**src/rtl/masked_table_sequencer.sv**
```systemverilog
module masked_table_sequencer #(
  parameter int W   = 16,
  parameter int LEN = 4,
  localparam int AW = $clog2(LEN + 1)
) (
  input  logic          clk,
  input  logic          rst_n,
  input  logic          step,
  input  logic [W-1:0]  out_mask,
  input  logic          cmp_en,
  input  logic [W-1:0]  cmp_word,
  input  logic [W-1:0]  cmp_mask,
  input  logic          ld_en,
  input  logic [W-1:0]  ld_word,
  input  logic          wr_en,
  input  logic [AW-1:0] wr_addr,
  input  logic [W-1:0]  wr_data,
  input  logic          pos_we,
  input  logic [AW-1:0] pos_val,
  output logic [W-1:0]  seq_out,
  output logic          match
);

  logic [W-1:0]  tab [LEN+1];
  logic [AW-1:0] pos, nxt, npos;
  logic          step_q, ld_q, first;
  logic          step_rise, ld_rise, adv, host_ok;
  logic [W-1:0]  src;

  assign step_rise = step & ~step_q;
  assign ld_rise   = ld_en & ~ld_q;
  assign adv       = ld_rise | (step_rise & ~first);
  assign nxt       = (pos == AW'(LEN)) ? AW'(1) : pos + AW'(1);
  assign npos      = adv ? nxt : pos;
  assign src       = ld_en ? ld_word : tab[npos];
  assign host_ok   = ~step;
  assign match     = cmp_en & (((tab[pos] ^ cmp_word) & cmp_mask) == '0);

  always_ff @(posedge clk or negedge rst_n) begin
    if (!rst_n) begin
      pos     <= '0;
      seq_out <= '0;
      step_q  <= 1'b0;
      ld_q    <= 1'b0;
      first   <= 1'b1;
    end else begin
      step_q <= step;
      ld_q   <= ld_en;
      first  <= 1'b0;
      if (pos_we && host_ok && !ld_rise && int'(pos_val) <= LEN)
        pos <= pos_val;
      else
        pos <= npos;
      if (step_rise)
        seq_out <= (seq_out & ~out_mask) | (src & out_mask);
    end
  end

  always_ff @(posedge clk) begin
    if (ld_en)
      tab[npos] <= ld_word;
    else if (wr_en && host_ok && int'(wr_addr) <= LEN)
      tab[wr_addr] <= wr_data;
  end


  out_hold_chk: assert property (@(posedge clk) disable iff (!rst_n)
    !step_rise |=> $stable(seq_out));


  mask_keep_chk: assert property (@(posedge clk) disable iff (!rst_n)
    step_rise |=> ((seq_out ^ $past(seq_out)) & ~$past(out_mask)) == '0);


  wrap_chk: assert property (@(posedge clk) disable iff (!rst_n)
    (adv && pos == AW'(LEN)) |=> pos == AW'(1));


  pos_still_chk: assert property (@(posedge clk) disable iff (!rst_n)
    (!step && !ld_en && !pos_we) |=> $stable(pos));


  pos_range_chk: assert property (@(posedge clk) disable iff (!rst_n)
    int'(pos) <= LEN);

endmodule

```
**config.mk**
```make
export PLATFORM = sky130hd
export DESIGN_NAME = masked_table_sequencer
export DESIGN_NICKNAME = d
export VERILOG_FILES = /design/src/rtl/masked_table_sequencer.sv
export SDC_FILE = /design/constraint.sdc
export NUM_CORES = 1
export LEC_CHECK = 0
export CAP_MARGIN = 20
export CORE_MARGIN = 2
export CORE_UTILIZATION = 51
export CTS_CLUSTER_DIAMETER = 40
export CTS_CLUSTER_SIZE = 20
export DETAILED_ROUTE_END_ITERATION = 8
export DONT_BUFFER_PORTS = 1
export PLACE_DENSITY_LB_ADDON = 0.1
export SLEW_MARGIN = 20
export SYNTH_ARGS = -nofsm -noshare
export SYNTH_HDL_FRONTEND = slang
export SYNTH_SLANG_ARGS = --single-unit
export TNS_END_PERCENT = 20
```
**constraint.sdc**
```tcl
create_clock -name clk -period 5.1 [get_ports clk]
set_input_delay 0.51 -clock clk [delete_from_list [all_inputs] [get_ports clk]]
set_output_delay 0.51 -clock clk [all_outputs]
set_load 0.03 [all_outputs]
```
==> results of run 1 <==
[stage by stage]
step | cells | setup WS [ns] | hold slack [ns] | utilization, %
final | 639 | 1.340 | 0.1589 | 55.48
after global routing | 639 | 1.147 | 0.1381 | 55.48
after CTS | 639 | 1.294 | 0.1409 | 55.48
after detailed placement | 621 | 1.525 | 0.2155 | 53.21
after global placement | 621 | 1.556 | 0.2152 | 53.20
after floorplan | 492 | 1.954 | 0.2144 | -
[power by group through the flow]
stage	Sequential [mW]	Combinational, mW	Clock [mW]
finish	1.28	1.03	0.562
global route	1.30	1.11	0.598
CTS	1.28	1.03	0.569
detailed placement	1.30	1.01	0
global placement	1.29	0.999	0
floorplan	1.22	0.819	0
[worst max-delay path: stages (launching register included)]
cell and delay (ns):
sky130_fd_sc_hd__dfrtp_1 1.08, sky130_fd_sc_hd__mux2_2 0.42, sky130_fd_sc_hd__a222oi_1 0.59, sky130_fd_sc_hd__xnor2_1 0.12, sky130_fd_sc_hd__nand2_1 0.09, sky130_fd_sc_hd__nand4_1 0.10
sky130_fd_sc_hd__nor3_2 0.48
[final timing paths]
check                           startpoint        end  slack [ns]  cells after the start
worst max-delay path                pos[0]      match        1.34                      6
worst min-delay path                  step     step_q        0.16                      0
worst max register to register      pos[0]  flip-flop        1.40                      8
worst min register to register  tab[4][11]  flip-flop        0.53                      2
max in group asynchronous            rst_n      first        4.29                      2
min in group asynchronous            rst_n  async pin        0.57                      2
[area by class of cell]
type | instances | area, um2
tap | 140 | 175.2
clock buffer | 11 | 131.4
fill | 944 | 4783
inverter | 21 | 78.83
sequential | 102 | 2955
multi-input combinational | 344 | 2404
timing repair buffer | 16 | 135.1
clock inverter | 5 | 82.58
[layer usage]
layer | global-route usage (%) | up-vias | share of wire (%)
met2 | 46.95 | 164 | 50
met4 | 10.16 | 0 | 2.5
met3 | 5.184 | 29 | 6.2
li1 | - | 1832 | -
met1 | 38.17 | 2005 | 41
met5 | 0 | - | 0
[cell families after synthesis]
| kind of cell | Yosys count |
|---|---|
| compound gates | 122 |
| xor+xnor | 16 |
| fa+ha+maj | 2 |
| buf+inv | 46 |
| flops | 102 |
| mux | 33 |
| other cells | 1 |
| simple gates | 170 |
[placed cells by master (no fill, tap or decap), types with 7 or more instances in the layout]
cell type	count
sky130_fd_sc_hd__xnor2_1	16
sky130_fd_sc_hd__a22oi_1	7
sky130_fd_sc_hd__clkbuf_8	9
sky130_fd_sc_hd__nor2_1	14
sky130_fd_sc_hd__inv_1	20
sky130_fd_sc_hd__nand2_1	104
sky130_fd_sc_hd__mux4_2	15
sky130_fd_sc_hd__or2_2	14
sky130_fd_sc_hd__dfrtp_1	20
sky130_fd_sc_hd__o41ai_2	12
sky130_fd_sc_hd__a21oi_1	33
sky130_fd_sc_hd__o21ai_0	20
sky130_fd_sc_hd__buf_4	14
sky130_fd_sc_hd__nand3_1	16
sky130_fd_sc_hd__a31oi_1	17
sky130_fd_sc_hd__a2bb2oi_1	17
sky130_fd_sc_hd__mux2i_1	16
sky130_fd_sc_hd__edfxtp_1	80
==> results.tsv, run 1 <==
stage	metric	value	unit
logic_synthesis	dominant cell type by area after synthesis	sky130_fd_sc_hd__edfxtp_1	
logic_synthesis	FFs w/ async S/R, synth	21.57	%
critical_path	Critical Path End Type	primary output	
timing	final number of hold-violating endpoints	0	
grt	grt total ovfl	0	
finish	number of antenna repair diodes	0	
logic_synthesis	net count of the mapped netlist	587	
critical_path	Critical Path RT	4.59	ns
power	combinational power share	35.9	%
logic_synthesis	synth cell count leaders	104 x sky130_fd_sc_hd__nand2_1, 80 x sky130_fd_sc_hd__edfxtp_1, 33 x sky130_fd_sc_hd__a21oi_1	
cts	TritonCTS clock tree	yes	
logic_synthesis	Yosys cell types	51	
grt	Global Route Usage Sum	28.54	%
logic_synthesis	XOR/XNOR Fraction of Synth Area	2.522	%
die	standard cell core area	0.01075	mm2
detailed_routing	total detailed-routing wirelength	15980	um
logic_synthesis	compound-gate portion of the synthesized area	16.89	%
grt	largest net degree at the start of global routing	34	
min_path	Min-Delay Path Class	primary input to flip-flop	
timing	pin slew with the least headroom to its limit	1.154	ns
timing	final setup skew	0.01079	ns
cts	insertion delay of the later-clocked pin in the worst-skew pair	0.38	ns
power	Switching Fraction	37.92	%
logic_synthesis	Post-synth EDFFs	80	
logic_synthesis	most frequent cell after synthesis	sky130_fd_sc_hd__nand2_1	
detailed_routing	Detailed Routing Iterations Pass 1	5	
logic_synthesis	cells taking the most area after synthesis	sky130_fd_sc_hd__edfxtp_1 43%, sky130_fd_sc_hd__dfrtp_1 9.5%, sky130_fd_sc_hd__nand2_1 7.0%	
logic_synthesis	area of the mapped netlist	0.005557	mm2
power	Cell Int Power	1.781	mW
logic_synthesis	combinational family with the most area after synthesis	compound AO/OA/AOI/OAI gates	
die	Die Wd	108.4	um
timing	Final period util	73.72	%
logic_synthesis	Post-Syn Instances	492	
logic_synthesis	average footprint of a synthesized cell	11.29	um2
cts	number of sinks on the clock net	102	
power	final total power	2.869	mW
power	Flop pwr share	44.5	%
logic_synthesis	post-synthesis share of cell area spent on full adders, half adders and majority gates	0.4503	%
grt	global-route wire length before repair	24070	um
cts	clk buf depth	2	
power	portion of total power attributed to the clock network	19.6	%
finish	Finished Cell Area	0.005962	mm2
logic_synthesis	fraction of the yosys area taken by sequential cells	53.16	%
power	net switching power of the design	1.088	mW
timing	FMAX	266.0	MHz
cts	number of buffers created by CTS	9	
timing	final critical path time including I/O delays and setup	3.760	ns
die	site row count	38	
status	status	complete, no violations	
logic_synthesis	area share of the largest cell type after synthesis	43.23	%
logic_synthesis	number of register bits inferred by synthesis	102	
detailed_routing	count of unresolved DRC violations after routing	0	
critical_path	largest fanout of any net on the critical path	22	
placed_design	Port Buffer Count	0	
timing	Setup Total Neg Slack	0	ns
logic_synthesis	number of warnings printed during yosys synthesis	0	
placed_design	Cell Area, Placed	0.005718	mm2
detailed_routing	WL per Instance	25.01	um
logic_synthesis	most instantiated flip-flop cell in the synthesis netlist	sky130_fd_sc_hd__edfxtp_1	
placed_design	HPWL after DPL	10510	um
timing	Slew HR	22.80	%
run	Max-cap violations	0	
cts	clock transition at the register clock pins on the worst setup and hold paths after CTS	0.09	ns
timing	final-report max-slew violation count	0	
grt	antenna violations before repair	0	
detailed_routing	count of antenna-violating nets left after detailed routing	0	
grt	number of global-route vias before repair	4112	
finish	post-layout net count	589	
logic_synthesis	share of cell area taken by muxes after synthesis	9.367	%
detailed_routing	count of routing violations after the opening detailed-route iteration	266	
die	initial cell density of the core	51.71	%
critical_path	Arr. time, crit path	3.25	ns
cts	clk root buf	sky130_fd_sc_hd__clkbuf_8	
power	worst voltage drop across the vdd grid	276.2	uV
die	die height	108.4	um
critical_path	startpoint type of the worst setup path	flip-flop	
die	number of top-level design ports	110	
power	Pwr Density	481.2	mW/mm2
cts	H-tree depth reported by CTS	3	
cts	number of buffers inserted to repair setup after CTS	0	
finish	area added between synthesis and finish	7.296	%
detailed_routing	via count	4030	
cts	CTS resizes	0	
timing	unrepaired setup endpoints after global routing	no	
timing	number of setup violations in the final report	0	
placed_design	global placer's final weighted congestion	0.8564	
critical_path	Critical Setup Path Class	flip-flop to primary output	
cts	number of hold buffers added after CTS	2	
power	Static Leak	2.233	nW
logic_synthesis	area share of and/or/nand/nor cells after synthesis	13.78	%
detailed_routing	detail-routed via count per cell	6.307	
finish	layout cell share with drive strength beyond 1	17.64	%
die	Die Area	0.01175	mm2
Power figures use the tool's default switching activity.
==> run 2: changes to the inputs <==
==> constraint.sdc (replaced) <==
create_clock -name clk -period 3.9 [get_ports clk]
set_input_delay 0.39 -clock clk [delete_from_list [all_inputs] [get_ports clk]]
set_output_delay 0.39 -clock clk [all_outputs]
set_load 0.03 [all_outputs]
==> results.tsv, run 2 (same netlist as run 1, synthesis figures left out) <==
stage	metric	value	unit	change
status	status	complete, no violations		
grt	Global Route Usage Sum	27.47	%	-1.1 points
timing	pin slew with the least headroom to its limit	0.8009	ns	-0.3535 ns
cts	TritonCTS clock tree	yes		
power	combinational power share	36.3	%	+0.4 points
critical_path	Critical Path RT	3.51	ns	-1.08 ns
timing	number of setup violations in the final report	0		unchanged
grt	antenna violations before repair	0		unchanged
detailed_routing	WL per Instance	24.36	um	-2.6%
power	Pwr Density	622.1	mW/mm2	+29%
die	number of top-level design ports	110		unchanged
detailed_routing	detail-routed via count per cell	6.326		+0.31%
timing	final critical path time including I/O delays and setup	3.626	ns	
placed_design	global placer's final weighted congestion	0.8447		-1.4%
timing	Slew HR	46.61	%	+24 points
critical_path	Critical Setup Path Class	flip-flop to primary output		
grt	largest net degree at the start of global routing	26		-24%
run	Max-cap violations	0		unchanged
timing	FMAX	275.8	MHz	
cts	H-tree depth reported by CTS	3		unchanged
placed_design	HPWL after DPL	10680	um	+1.6%
detailed_routing	via count	4074		+1.1%
min_path	Min-Delay Path Class	primary input to flip-flop		
timing	Final period util	92.97	%	
power	portion of total power attributed to the clock network	18.5	%	-1.1 points
cts	clk buf depth	2		unchanged
cts	insertion delay of the later-clocked pin in the worst-skew pair	0.38	ns	about the same
grt	global-route wire length before repair	23400	um	-2.8%
detailed_routing	count of routing violations after the opening detailed-route iteration	325		+22%
power	Switching Fraction	38.55	%	+0.63 points
cts	number of buffers inserted to repair setup after CTS	0		unchanged
critical_path	cell with the largest stage delay on the worst path	sky130_fd_sc_hd__dfrtp_1		
critical_path	series of cell instances along the critical path	buf_4 > mux4_2 > mux2i_1 > xnor2_1 > a22oi_1 > nand4_1 > nor3_2		
finish	commonest non-fill, non-tap cells in the layout	104 x sky130_fd_sc_hd__nand2_1, 80 x sky130_fd_sc_hd__edfxtp_1, 33 x sky130_fd_sc_hd__a21oi_1		
cts	clock transition at the register clock pins on the worst setup and hold paths after CTS	0.11	ns	+0.02 ns
die	standard cell core area	0.01075	mm2	unchanged
timing	unrepaired setup endpoints after global routing	no		
placed_design	Port Buffer Count	0		unchanged
power	Flop pwr share	45.1	%	+0.6 points
power	Cell Int Power	2.292	mW	+29%
finish	area added between synthesis and finish	7.881	%	
finish	post-layout net count	594		+0.85%
placed_design	worst slack at placement	0.7152	ns	-0.8097 ns
die	Die Wd	108.4	um	unchanged
critical_path	Arr. time, crit path	3.24	ns	about the same
critical_path	delay of the slowest critical-path stage	0.88	ns	-0.20 ns
timing	Setup Total Neg Slack	0	ns	unchanged
detailed_routing	total detailed-routing wirelength	15690	um	-1.8%
cts	CTS resizes	0		unchanged
detailed_routing	count of antenna-violating nets left after detailed routing	0		unchanged
power	final total power	3.729	mW	+30%
die	site row count	38		unchanged
finish	most frequent standard cell in the layout excluding fill and tap cells	sky130_fd_sc_hd__nand2_1		
detailed_routing	count of unresolved DRC violations after routing	0		unchanged
die	die height	108.4	um	unchanged
critical_path	largest fanout of any net on the critical path	15		-32%
critical_path	Critical Path End Type	primary output		
finish	layout cell share with drive strength beyond 1	18.45	%	+0.82 points
grt	grt total ovfl	0		unchanged
cts	number of hold buffers added after CTS	2		unchanged
critical_path	startpoint type of the worst setup path	flip-flop		
finish	number of antenna repair diodes	0		unchanged
power	Static Leak	2.242	nW	+0.36%
power	worst voltage drop across the vdd grid	331.2	uV	+20%
timing	final setup skew	0.009875	ns	-0.0009196 ns
grt	number of global-route vias before repair	4032		-1.9%
timing	Final WS setup	0.2743	ns	-1.066 ns
die	Die Area	0.01175	mm2	unchanged
detailed_routing	Detailed Routing Iterations Pass 1	5		unchanged
cts	clk root buf	sky130_fd_sc_hd__clkbuf_8		
cts	number of sinks on the clock net	102		unchanged
die	initial cell density of the core	51.71	%	unchanged
power	net switching power of the design	1.438	mW	+32%
timing	final-report max-slew violation count	0		unchanged
timing	final number of hold-violating endpoints	0		unchanged
cts	number of buffers created by CTS	9		unchanged
==> run 2: worst paths after layout <==
path / from / end / slack (ns) / cells past startpoint
setup / recovery: pos[1] / match / 0.27 / 7
setup reg to reg: pos[0] / flip-flop / 0.82 / 8
max in group asynchronous: rst_n / first / 3.23 / 2
hold reg to reg: tab[4][12] / flip-flop / 0.53 / 2
min in group asynchronous: rst_n / pos[2] / 0.44 / 2
hold / removal: step / step_q / 0.03 / 0
==> run 2: area by class of cell <==
class / instances / area, um2
Inverter: 21 / 78.83
Clock buffer: 9 / 123.9
Fill cell: 969 / 4751
Sequential cell: 102 / 2954
Timing Repair Buffer: 21 / 185.2
Tap cell: 140 / 175.2
Clock inverter: 7 / 73.82
Multi-Input combinational cell: 344 / 2404
==> run 2: routing by layer <==
layer  share of wire, %  global-route usage (%)  up-vias
li1                   -                       -     1837
met1                 43                   36.61     2064
met2                 49                   45.06      158
met3                6.0                   6.389       15
met4                1.2                   8.150        0
met5                  0                       0        -
==> run 2: worst max-delay path, delay by kind of cell, from the launching register on <==
| kind | cells | cell delay, ns |
|---|---|---|
| compound gates | 1 | 0.19 |
| xor+xnor | 1 | 0.10 |
| buf+inv | 1 | 0.33 |
| flops | 1 | 0.88 |
| mux | 2 | 0.73 |
| simple gates | 2 | 0.61 |
==> run 2: stage by stage <==
stage / hold slack, ns / util, % / std cells / area, um2
3_3_place_gp: 0.09525 / 53.67 / 626 / 5767
2_1_floorplan: 0.09441 / - / 492 / 5557
4_1_cts: 0.01016 / 55.79 / 644 / 5995
6_report: 0.02519 / 55.79 / 644 / 5995
5_1_grt: 0.001968 / 55.79 / 644 / 5995
3_5_place_dp: 0.09557 / 53.67 / 626 / 5767
==> run 2: power groups by stage <==
stage	Combinational [mW]	Clock, mW	Sequential, mW
5_1_grt	1.47	0.737	1.70
6_report	1.36	0.691	1.68
4_1_cts	1.36	0.697	1.68
3_3_place_gp	1.32	0	1.70
2_1_floorplan	1.07	0	1.60
3_5_place_dp	1.35	0	1.70
==> run 3: changes to the inputs <==
--- a/config.mk
+++ b/config.mk
@@ -5,11 +5,9 @@
 export SDC_FILE = /design/constraint.sdc
 export NUM_CORES = 1
 export LEC_CHECK = 0
-export CAP_MARGIN = 20
 export CORE_MARGIN = 2
 export CORE_UTILIZATION = 51
 export CTS_CLUSTER_DIAMETER = 40
-export CTS_CLUSTER_SIZE = 20
 export DETAILED_ROUTE_END_ITERATION = 8
 export DONT_BUFFER_PORTS = 1
 export PLACE_DENSITY_LB_ADDON = 0.1
==> results of run 3 <==
Final layout, timing and power as in run 2 (identical DEF).
